==> config.mk <==
export PLATFORM = sky130hd
export DESIGN_NAME = sup_reset_ctrl
export DESIGN_NICKNAME = d
export VERILOG_FILES = /design/src/rtl/sup_pkg.sv /design/src/rtl/sup_sync.sv /design/src/rtl/sup_kick_det.sv /design/src/rtl/sup_stretch.sv /design/src/rtl/sup_wdt.sv /design/src/rtl/sup_reset_ctrl.sv
export SDC_FILE = /design/constraint.sdc
export NUM_CORES = 1
export LEC_CHECK = 0
export BUFFER_PORTS_ARGS = -buffer_cell sky130_fd_sc_hd__buf_4
export CORE_MARGIN = 1.5
export CORE_UTILIZATION = 40
export CTS_BUF_LIST = sky130_fd_sc_hd__clkbuf_4 sky130_fd_sc_hd__clkbuf_8 sky130_fd_sc_hd__clkbuf_16
export DETAILED_ROUTE_END_ITERATION = 10
export SYNTH_ARGS = -nofsm -noshare
export SYNTH_HDL_FRONTEND = slang
export SYNTH_HIERARCHICAL = 1
export SYNTH_SLANG_ARGS = --single-unit
==> constraint.sdc <==
create_clock -name clk -period 3.2 [get_ports clk]
set_input_delay 0.16 -clock clk [delete_from_list [all_inputs] [get_ports clk]]
set_output_delay 0.16 -clock clk [all_outputs]
set_load 0.05 [all_outputs]
==> src/rtl/sup_pkg.sv <==
package sup_pkg;

  // Watchdog interval codes as held in the nonvolatile setting.
  typedef enum logic [1:0] {
    WSEL_SHORT = 2'b00,
    WSEL_MID   = 2'b01,
    WSEL_LONG  = 2'b10,
    WSEL_OFF   = 2'b11
  } wsel_e;

  // Width needed to count 0 .. n-1, at least one bit.
  function automatic int unsigned cnt_width(input int unsigned n);
    int unsigned w;
    w = 1;
    while ((1 << w) < n) w++;
    return w;
  endfunction

endpackage

==> src/rtl/sup_sync.sv <==
module sup_sync #(
  parameter bit RST_VAL = 1'b0
) (
  input  logic clk,
  input  logic rst_n,
  input  logic d_async,
  output logic q_sync
);

  logic meta_q;
  logic sync_q;

  always_ff @(posedge clk or negedge rst_n) begin
    if (!rst_n) begin
      meta_q <= RST_VAL;
      sync_q <= RST_VAL;
    end else begin
      meta_q <= d_async;
      sync_q <= meta_q;
    end
  end

  assign q_sync = sync_q;

endmodule

==> src/rtl/sup_kick_det.sv <==
module sup_kick_det (
  input  logic clk,
  input  logic rst_n,
  input  logic line_n,
  output logic kick
);

  logic line_s;
  logic line_prev_q;

  // The line idles high, so both stages reset high and no false edge appears.
  sup_sync #(.RST_VAL(1'b1)) u_sync (
    .clk    (clk),
    .rst_n  (rst_n),
    .d_async(line_n),
    .q_sync (line_s)
  );

  always_ff @(posedge clk or negedge rst_n) begin
    if (!rst_n) begin
      line_prev_q <= 1'b1;
    end else begin
      line_prev_q <= line_s;
    end
  end

  assign kick = line_prev_q & ~line_s;

endmodule

==> src/rtl/sup_stretch.sv <==
module sup_stretch #(
  parameter int unsigned STRETCH_CYC = 16,
  parameter int unsigned SW          = 4
) (
  input  logic clk,
  input  logic rst_n,
  input  logic supply_good,
  input  logic wdt_bite,
  output logic rst_act
);

  localparam logic [SW-1:0] LAST = SW'(STRETCH_CYC - 1);

  logic [SW-1:0] cnt_q;
  logic [SW-1:0] cnt_d;
  logic          act_q;
  logic          act_d;
  logic          cnt_en;

  // The counter only moves while reset is held with a good supply.
  assign cnt_en = act_q & supply_good & ~wdt_bite;

  always_comb begin
    cnt_d = cnt_q;
    act_d = act_q;
    if (!supply_good || wdt_bite) begin
      cnt_d = '0;
      act_d = 1'b1;
    end else if (cnt_en) begin
      if (cnt_q == LAST) begin
        cnt_d = '0;
        act_d = 1'b0;
      end else begin
        cnt_d = cnt_q + 1'b1;
      end
    end
  end

  always_ff @(posedge clk or negedge rst_n) begin
    if (!rst_n) begin
      cnt_q <= '0;
      act_q <= 1'b1;
    end else begin
      cnt_q <= cnt_d;
      act_q <= act_d;
    end
  end

  assign rst_act = act_q;

endmodule

==> src/rtl/sup_wdt.sv <==
module sup_wdt
  import sup_pkg::*;
#(
  parameter int unsigned WDT_T0 = 30,
  parameter int unsigned WDT_T1 = 60,
  parameter int unsigned WDT_T2 = 120,
  parameter int unsigned CW     = 7
) (
  input  logic          clk,
  input  logic          rst_n,
  input  logic          hold,
  input  logic          kick,
  input  logic [1:0]    sel,
  output logic          bite,
  output logic [CW-1:0] count
);

  localparam logic [CW-1:0] LIM0 = CW'(WDT_T0 - 1);
  localparam logic [CW-1:0] LIM1 = CW'(WDT_T1 - 1);
  localparam logic [CW-1:0] LIM2 = CW'(WDT_T2 - 1);

  wsel_e         sel_e;
  logic [CW-1:0] limit;
  logic          enabled;
  logic          clear;
  logic [CW-1:0] cnt_q;
  logic [CW-1:0] cnt_d;

  assign sel_e = wsel_e'(sel);

  always_comb begin
    enabled = 1'b1;
    limit   = LIM0;
    case (sel_e)
      WSEL_SHORT: limit = LIM0;
      WSEL_MID:   limit = LIM1;
      WSEL_LONG:  limit = LIM2;
      default: begin
        limit   = LIM2;
        enabled = 1'b0;
      end
    endcase
  end

  assign clear = hold | kick | ~enabled;
  assign bite  = ~clear & (cnt_q == limit);

  always_comb begin
    if (clear || bite) begin
      cnt_d = '0;
    end else begin
      cnt_d = cnt_q + 1'b1;
    end
  end

  always_ff @(posedge clk or negedge rst_n) begin
    if (!rst_n) begin
      cnt_q <= '0;
    end else begin
      cnt_q <= cnt_d;
    end
  end

  assign count = cnt_q;

endmodule

==> src/rtl/sup_reset_ctrl.sv <==
module sup_reset_ctrl #(
  parameter int unsigned STRETCH_CYC = 4096,
  parameter int unsigned WDT_T0      = 20000,
  parameter int unsigned WDT_T1      = 100000,
  parameter int unsigned WDT_T2      = 400000,
  parameter bit          ACTIVE_LOW  = 1'b1
) (
  input  logic       clk,
  input  logic       rst_n,
  input  logic       supply_ok,
  input  logic       cs_wdi_n,
  input  logic [1:0] wdt_sel,
  input  logic       cause_clr,
  output logic       rst_out,
  output logic       wdt_cause
);

  localparam int unsigned SW     = sup_pkg::cnt_width(STRETCH_CYC);
  localparam int unsigned WMAX   = (WDT_T0 > WDT_T1) ?
                                   ((WDT_T0 > WDT_T2) ? WDT_T0 : WDT_T2) :
                                   ((WDT_T1 > WDT_T2) ? WDT_T1 : WDT_T2);
  localparam int unsigned WDT_CW = sup_pkg::cnt_width(WMAX);

  logic              supply_q;
  logic              kick;
  logic              bite;
  logic              rst_act;
  logic [WDT_CW-1:0] wdt_cnt;
  logic              cause_q;
  logic              cause_d;

  sup_sync #(.RST_VAL(1'b0)) u_supply_sync (
    .clk    (clk),
    .rst_n  (rst_n),
    .d_async(supply_ok),
    .q_sync (supply_q)
  );

  sup_kick_det u_kick (
    .clk   (clk),
    .rst_n (rst_n),
    .line_n(cs_wdi_n),
    .kick  (kick)
  );

  sup_wdt #(
    .WDT_T0(WDT_T0),
    .WDT_T1(WDT_T1),
    .WDT_T2(WDT_T2),
    .CW    (WDT_CW)
  ) u_wdt (
    .clk  (clk),
    .rst_n(rst_n),
    .hold (rst_act),
    .kick (kick),
    .sel  (wdt_sel),
    .bite (bite),
    .count(wdt_cnt)
  );

  sup_stretch #(
    .STRETCH_CYC(STRETCH_CYC),
    .SW         (SW)
  ) u_stretch (
    .clk        (clk),
    .rst_n      (rst_n),
    .supply_good(supply_q),
    .wdt_bite   (bite),
    .rst_act    (rst_act)
  );

  // Low supply outranks a coincident timeout; a timeout outranks the clear strobe.
  always_comb begin
    cause_d = cause_q;
    if (!supply_q) begin
      cause_d = 1'b0;
    end else if (bite) begin
      cause_d = 1'b1;
    end else if (cause_clr) begin
      cause_d = 1'b0;
    end
  end

  always_ff @(posedge clk or negedge rst_n) begin
    if (!rst_n) begin
      cause_q <= 1'b0;
    end else begin
      cause_q <= cause_d;
    end
  end

  assign wdt_cause = cause_q;

  generate
    if (ACTIVE_LOW) begin : g_pol_low
      assign rst_out = ~rst_act;
    end else begin : g_pol_high
      assign rst_out = rst_act;
    end
  endgenerate

endmodule

# After elaboration in Yosys (flattened, before gate mapping)
# Index checks and enable logic that the tools add are counted.
# Widths: inputs -> output; s select.
# word_totals
latchBits	0
output_inout_bits	2
register_bits	38
rom_bits	0
mem_bits_rw	0
in_bits	7
n_memories	0
# classes
magnitude_cmp	0
mul	0
add_sub_neg	2
mux	12
shift	0
n_bitwise	11
n_reduce_logical	8
n_eq_ne	5
n_div	0
# ops
op	count
$pmux 19 s2	1
$mux 12	3
$add 19x1->19 const B	1
$eq 19x19->1	1
$mux 19	1
$add 12x1->12 const B	1
$eq 12x12->1 const B	1
$mux 1	7
$not 1->1	5
$and 1x1->1	4
$reduce_bool 2->1	2
$ne 3x2->1 const B	1
$reduce_or 3->1	1
$eq 2x1->1 const B	1
$eq 2x2->1 const B	1
$logic_not 2->1	1
$logic_or 1x1->1	2
$or 1x1->1	2
$reduce_and 2->1	1
$logic_not 1->1	1

# Depth between registers and ports, before layout
# depth
ltp_word	11
depth_mapped	9
depth_no_buf	8

# Hierarchy
# Netlist, hierarchy kept.
# by_module_without_submodules
module	n_inst	cells_per_inst	area_each_um2	seq_area_each_um2
sup_wdt	1	108	1024.7	475.5
sup_stretch	1	71	670.6	326.6
sup_sync at u_kick.u_sync	1	2	52.6	52.6
sup_reset_ctrl	1	4	50.0	25.0
sup_sync at u_supply_sync	1	2	50.0	50.0
sup_kick_det	1	2	40.0	26.3

# Least setup slack after synthesis
# No wires, ideal clock.
# synth_path
kind	reg-to-reg
from	register u_wdt.cnt_q[0] (netlist: u_wdt/count[0])
to	register u_stretch.cnt_q[9]
required_time_ns	3.065
arrival_time_ns	2.260
n_path_buf	0
setup_ns	0.135
path_slack_ns	0.805
stages_incl_launch_ff	9
cell_sequence	dfrtp_1 -> ha_1 -> and4_1 -> o2111ai_1 -> nor4_1 -> nor3b_1 -> nor4_1 -> xnor2_1 -> nor2_1
# synth_between
elab_chain_len	5
elab_cells_between_ends	7
classes_between	1 x eq/ne; 1 x mux; 3 x bitwise; 2 x reduce/logical
# synth_rtl
item	line_no	rtl
start: declaration	sup_wdt.sv:26	logic [CW-1:0] cnt_q;
start signal: assignment	sup_wdt.sv:60	cnt_q <= cnt_d;
$eq 19x19->1 *	sup_wdt.sv:46	assign bite = ~clear & (cnt_q == limit);
$and 1x1->1 *	sup_wdt.sv:46	
net bite	sup_reset_ctrl.sv:26	logic bite;
$not 1->1	sup_stretch.sv:21	assign cnt_en = act_q & supply_good & ~wdt_bite;
$and 1x1->1	sup_stretch.sv:21	
$reduce_bool 2->1 (no source line)	n/a	
end signal: assignment	sup_stretch.sv:44	cnt_q <= cnt_d;
end: declaration	sup_stretch.sv:14	logic [SW-1:0] cnt_q;
# The timed path passes the listed nets; every way through them passes the cells marked *.
# A chain may end at the register's enable or synchronous reset.

# Worst setup path in the final report
# Ends and elaborated chain as after synthesis.

==> flow_summary.ini <==
[worst_setup_path]
worstSetupPathType = reg -> reg
r2r_cells = 9
start_kind = register
critPathTopFamily = simple AND/OR/NAND/NOR gates
crit_required_ns = 3.36
cp_data_arrival_time_ns = 2.63
endpoint_kind = register
critical_path.max_fanout = 6
crit_end = u_stretch/cnt_q[9]
crit_buf_inv = 1
cp-startpoint = u_wdt/count[0]
rrSetupSlack_ns = 0.72
slowest_stage = nor3b_1
cp_cell_sequence = ha_1 > and4_1 > o2111ai_1 > nor4_1 > buf_4 > nor3b_1 > nor4_1 > xnor2_1 > nor2_1
cp.depth = 9
r2r-start = u_wdt/count[0]
regToRegEndpoint = u_stretch/cnt_q[9]
path_common_cell = nor4_1
cpPeakStageDelay_ns = 0.60

[drt]
routed_wl_um = 3490
wl_per_cell_um = 13.5
final_antenna_net_count = 0
drt-initial-drc-count = 47
routed-via-count = 1363
routed_via_density = 5.28
drc = 0
firstDrtPassIters = 4

[placed_design]
io_buffers = 8
preCtsSetupSlack_ns = 0.783
place.gp.congestion = 0.789
placed_cells = 247
dp_hpwl_um = 2480

[finish]
fillers = 439
final_nets = 214
area_delta_synth_final_pct = 13.0
finalNonFillerCells = 258
drive_above_1_share_pct = 13.1
regArea_um2 = 956
antenna_cells = 0
multi_input_area_um2 = 891

[timing]
finalHoldViolCount = 0
drv_slew = 0
setup_viol = 0
tightest_slew_ns = 0.823
fin_crit_sh_pct = 77.4
setup_tns_ns = 0
skew_ns = 0.00620
slew_headroom_pct = 44.7
finalCriticalPeriod_ns = 2.48
rsz0062_at_grt = no
whs_ns = 0.193
clock.fmax_mhz = 404
setup_ws_ns = 0.723

[floorplan]
core.rowCount = 24
die_w_um = 71.7
ios = 9
die_area_um2 = 5140
floorplan.initialDensity_pct = 42.5
coreArea_um2 = 4440
die_h_um = 71.7

[global_route]
grt_start_max_net_pins = 39
grt_pass1_wl_um = 6260
globalRouteOverflowTotal = 0
grt.total_usage_pct = 15.5
grt_pass1_vias = 1437
antenna_found_initial = 0

[cts]
clk_path_buf_depth = 2
postCtsSetupBuffers = 0
post_cts_resized = 0
clk_pin_slew_worst_paths_ns = 0.08
holdBufCountCts = 3
numCtsBuffers = 5
clkLatencyLatePin_ns = 0.29
cts_tree = built
clock_sinks = 38
clockRootBuffer = clkbuf_8
cts-htree-levels = 2

[min_path]
hp-class = in -> reg

[pwr]
ir_drop_uv = 234
power_density_nw_per_um2 = 444
p_leak_uw = 0.000875

[run_status]
outcome = finished, final reports clean

[logic_synthesis]
yosys_register_bits = 38
synth_flop_cell = dfrtp_1
yosysWarnings = 6
synth_cell_types = 38
syn_area_per_cell_um2 = 9.99
ys_seq_area_share_pct = 50.6
synth_area_um2 = 1890
yosysTopAreaCellShare_pct = 45.1
async_reset_ff_share_pct = 100
netlist_instances = 189
yosys.area.top_type = dfrtp_1
syn_nets = 198
synth_enable_flop_cells = 0
synth.area.top_cells = dfrtp_1 (45%), xor2_1 (7.0%), nor2_1 (6.6%)

[run]
maxCapViolCount = 0
[cell usage after synthesis, types with 2 or more instances]
master,instances
xor2_1,15
dfrtp_1,34
nor3_1,4
inv_1,4
nand4_1,8
buf_6,2
a211oi_1,2
ha_1,2
xnor2_1,10
nor2_1,33
and3_1,3
nand2b_1,3
and3b_1,2
nand2_1,16
nor4bb_1,2
nor4_1,7
nor2b_4,2
nand3_1,13
o21ai_0,4
dfstp_2,4
a21oi_1,2
[worst register-to-register path, stage by stage (launching register included)]
cell and delay [ns]:
dfrtp_1 0.41, ha_1 0.25, and4_1 0.26, o2111ai_1 0.17
nor4_1 0.11, buf_4 0.17, nor3b_1 0.60, nor4_1 0.16
xnor2_1 0.18, nor2_1 0.05
[stage by stage]
stage | utilization [%] | power [uW] | instance area, um^2
after floorplan | - | 537 | 1890
after global placement | 44.9 | 559 | 1990
after detailed placement | 44.9 | 560 | 1990
after CTS | 48.0 | 962 | 2130
after global routing | 48.0 | 991 | 2130
final | 48.0 | 947 | 2130
[power by group]
group          internal [uW]  switching, uW  total [uW]  leakage (uW)
combinational           19.3           33.7        53.0      0.000307
sequential               491           8.71         500      0.000510
clock                    229            165         394     0.0000579
total                    740            208         947      0.000875
[final cells by class]
| class | instances | area share, % |
|---|---|---|
| Sequential cell | 38 | 44.8 |
| Multi-Input combinational cell | 144 | 41.8 |
| Clock buffer | 5 | 3.23 |
| Tap cell | 52 | 3.05 |
| Inverter | 4 | 0.704 |
| Clock inverter | 3 | 1.88 |
| Timing Repair Buffer | 12 | 4.57 |
[layer usage]
| metal | global-route usage, % | up-vias | wire length, um |
|---|---|---|---|
| met1 | 18.5 | 654 | 1600 |
| met2 | 26.9 | 15 | 1750 |
| li1 | - | 688 | - |
| met3 | 4.22 | 6 | 97 |
| met4 | 5.45 | 0 | 52 |
| met5 | 0 | - | 0 |
[layout by cell type (no fill, tap or decap), types with 5 or more instances in the layout]
master	count
buf_4	9
clkbuf_8	5
dfrtp_1	34
nand2_1	16
nand3_1	13
nand4_1	8
nor2_1	33
nor4_1	7
xnor2_1	10
xor2_1	15
[sequential cells by signal (all words and copies together) (netlist names)]
signal / cells
u_stretch/cnt_q: 12
u_supply_sync/q_sync: 1
wdt_cause: 1
u_kick/u_sync/q_sync: 1
u_supply_sync/meta_q: 1
u_wdt/count: 19
u_stretch/rst_act: 1
u_kick/u_sync/meta_q: 1
u_kick/line_prev_q: 1
[kinds of logic (layout without fill, tap and decap cells)]
family,Yosys count,in the layout,synth area share (%)
simple gates,102,102,28.4
flops,38,38,50.6
xor+xnor,25,25,11.6
compound gates,15,15,5.90
buf+inv,7,24,2.19
fa+ha+maj,2,2,1.33
[worst min path at each step]
| stage | from | end | cells after the start |
|---|---|---|---|
| after CTS | cause_clr | wdt_cause | 3 |
| after global routing | cause_clr | wdt_cause | 3 |
| after global placement | rst_n | u_stretch/cnt_q[2] | 1 |
| after floorplan | rst_n | u_stretch/cnt_q[0] | 0 |
| after detailed placement | rst_n | u_stretch/cnt_q[4] | 1 |
| final | cause_clr | wdt_cause | 3 |
Note: power is estimated with default switching activity, not from simulation.
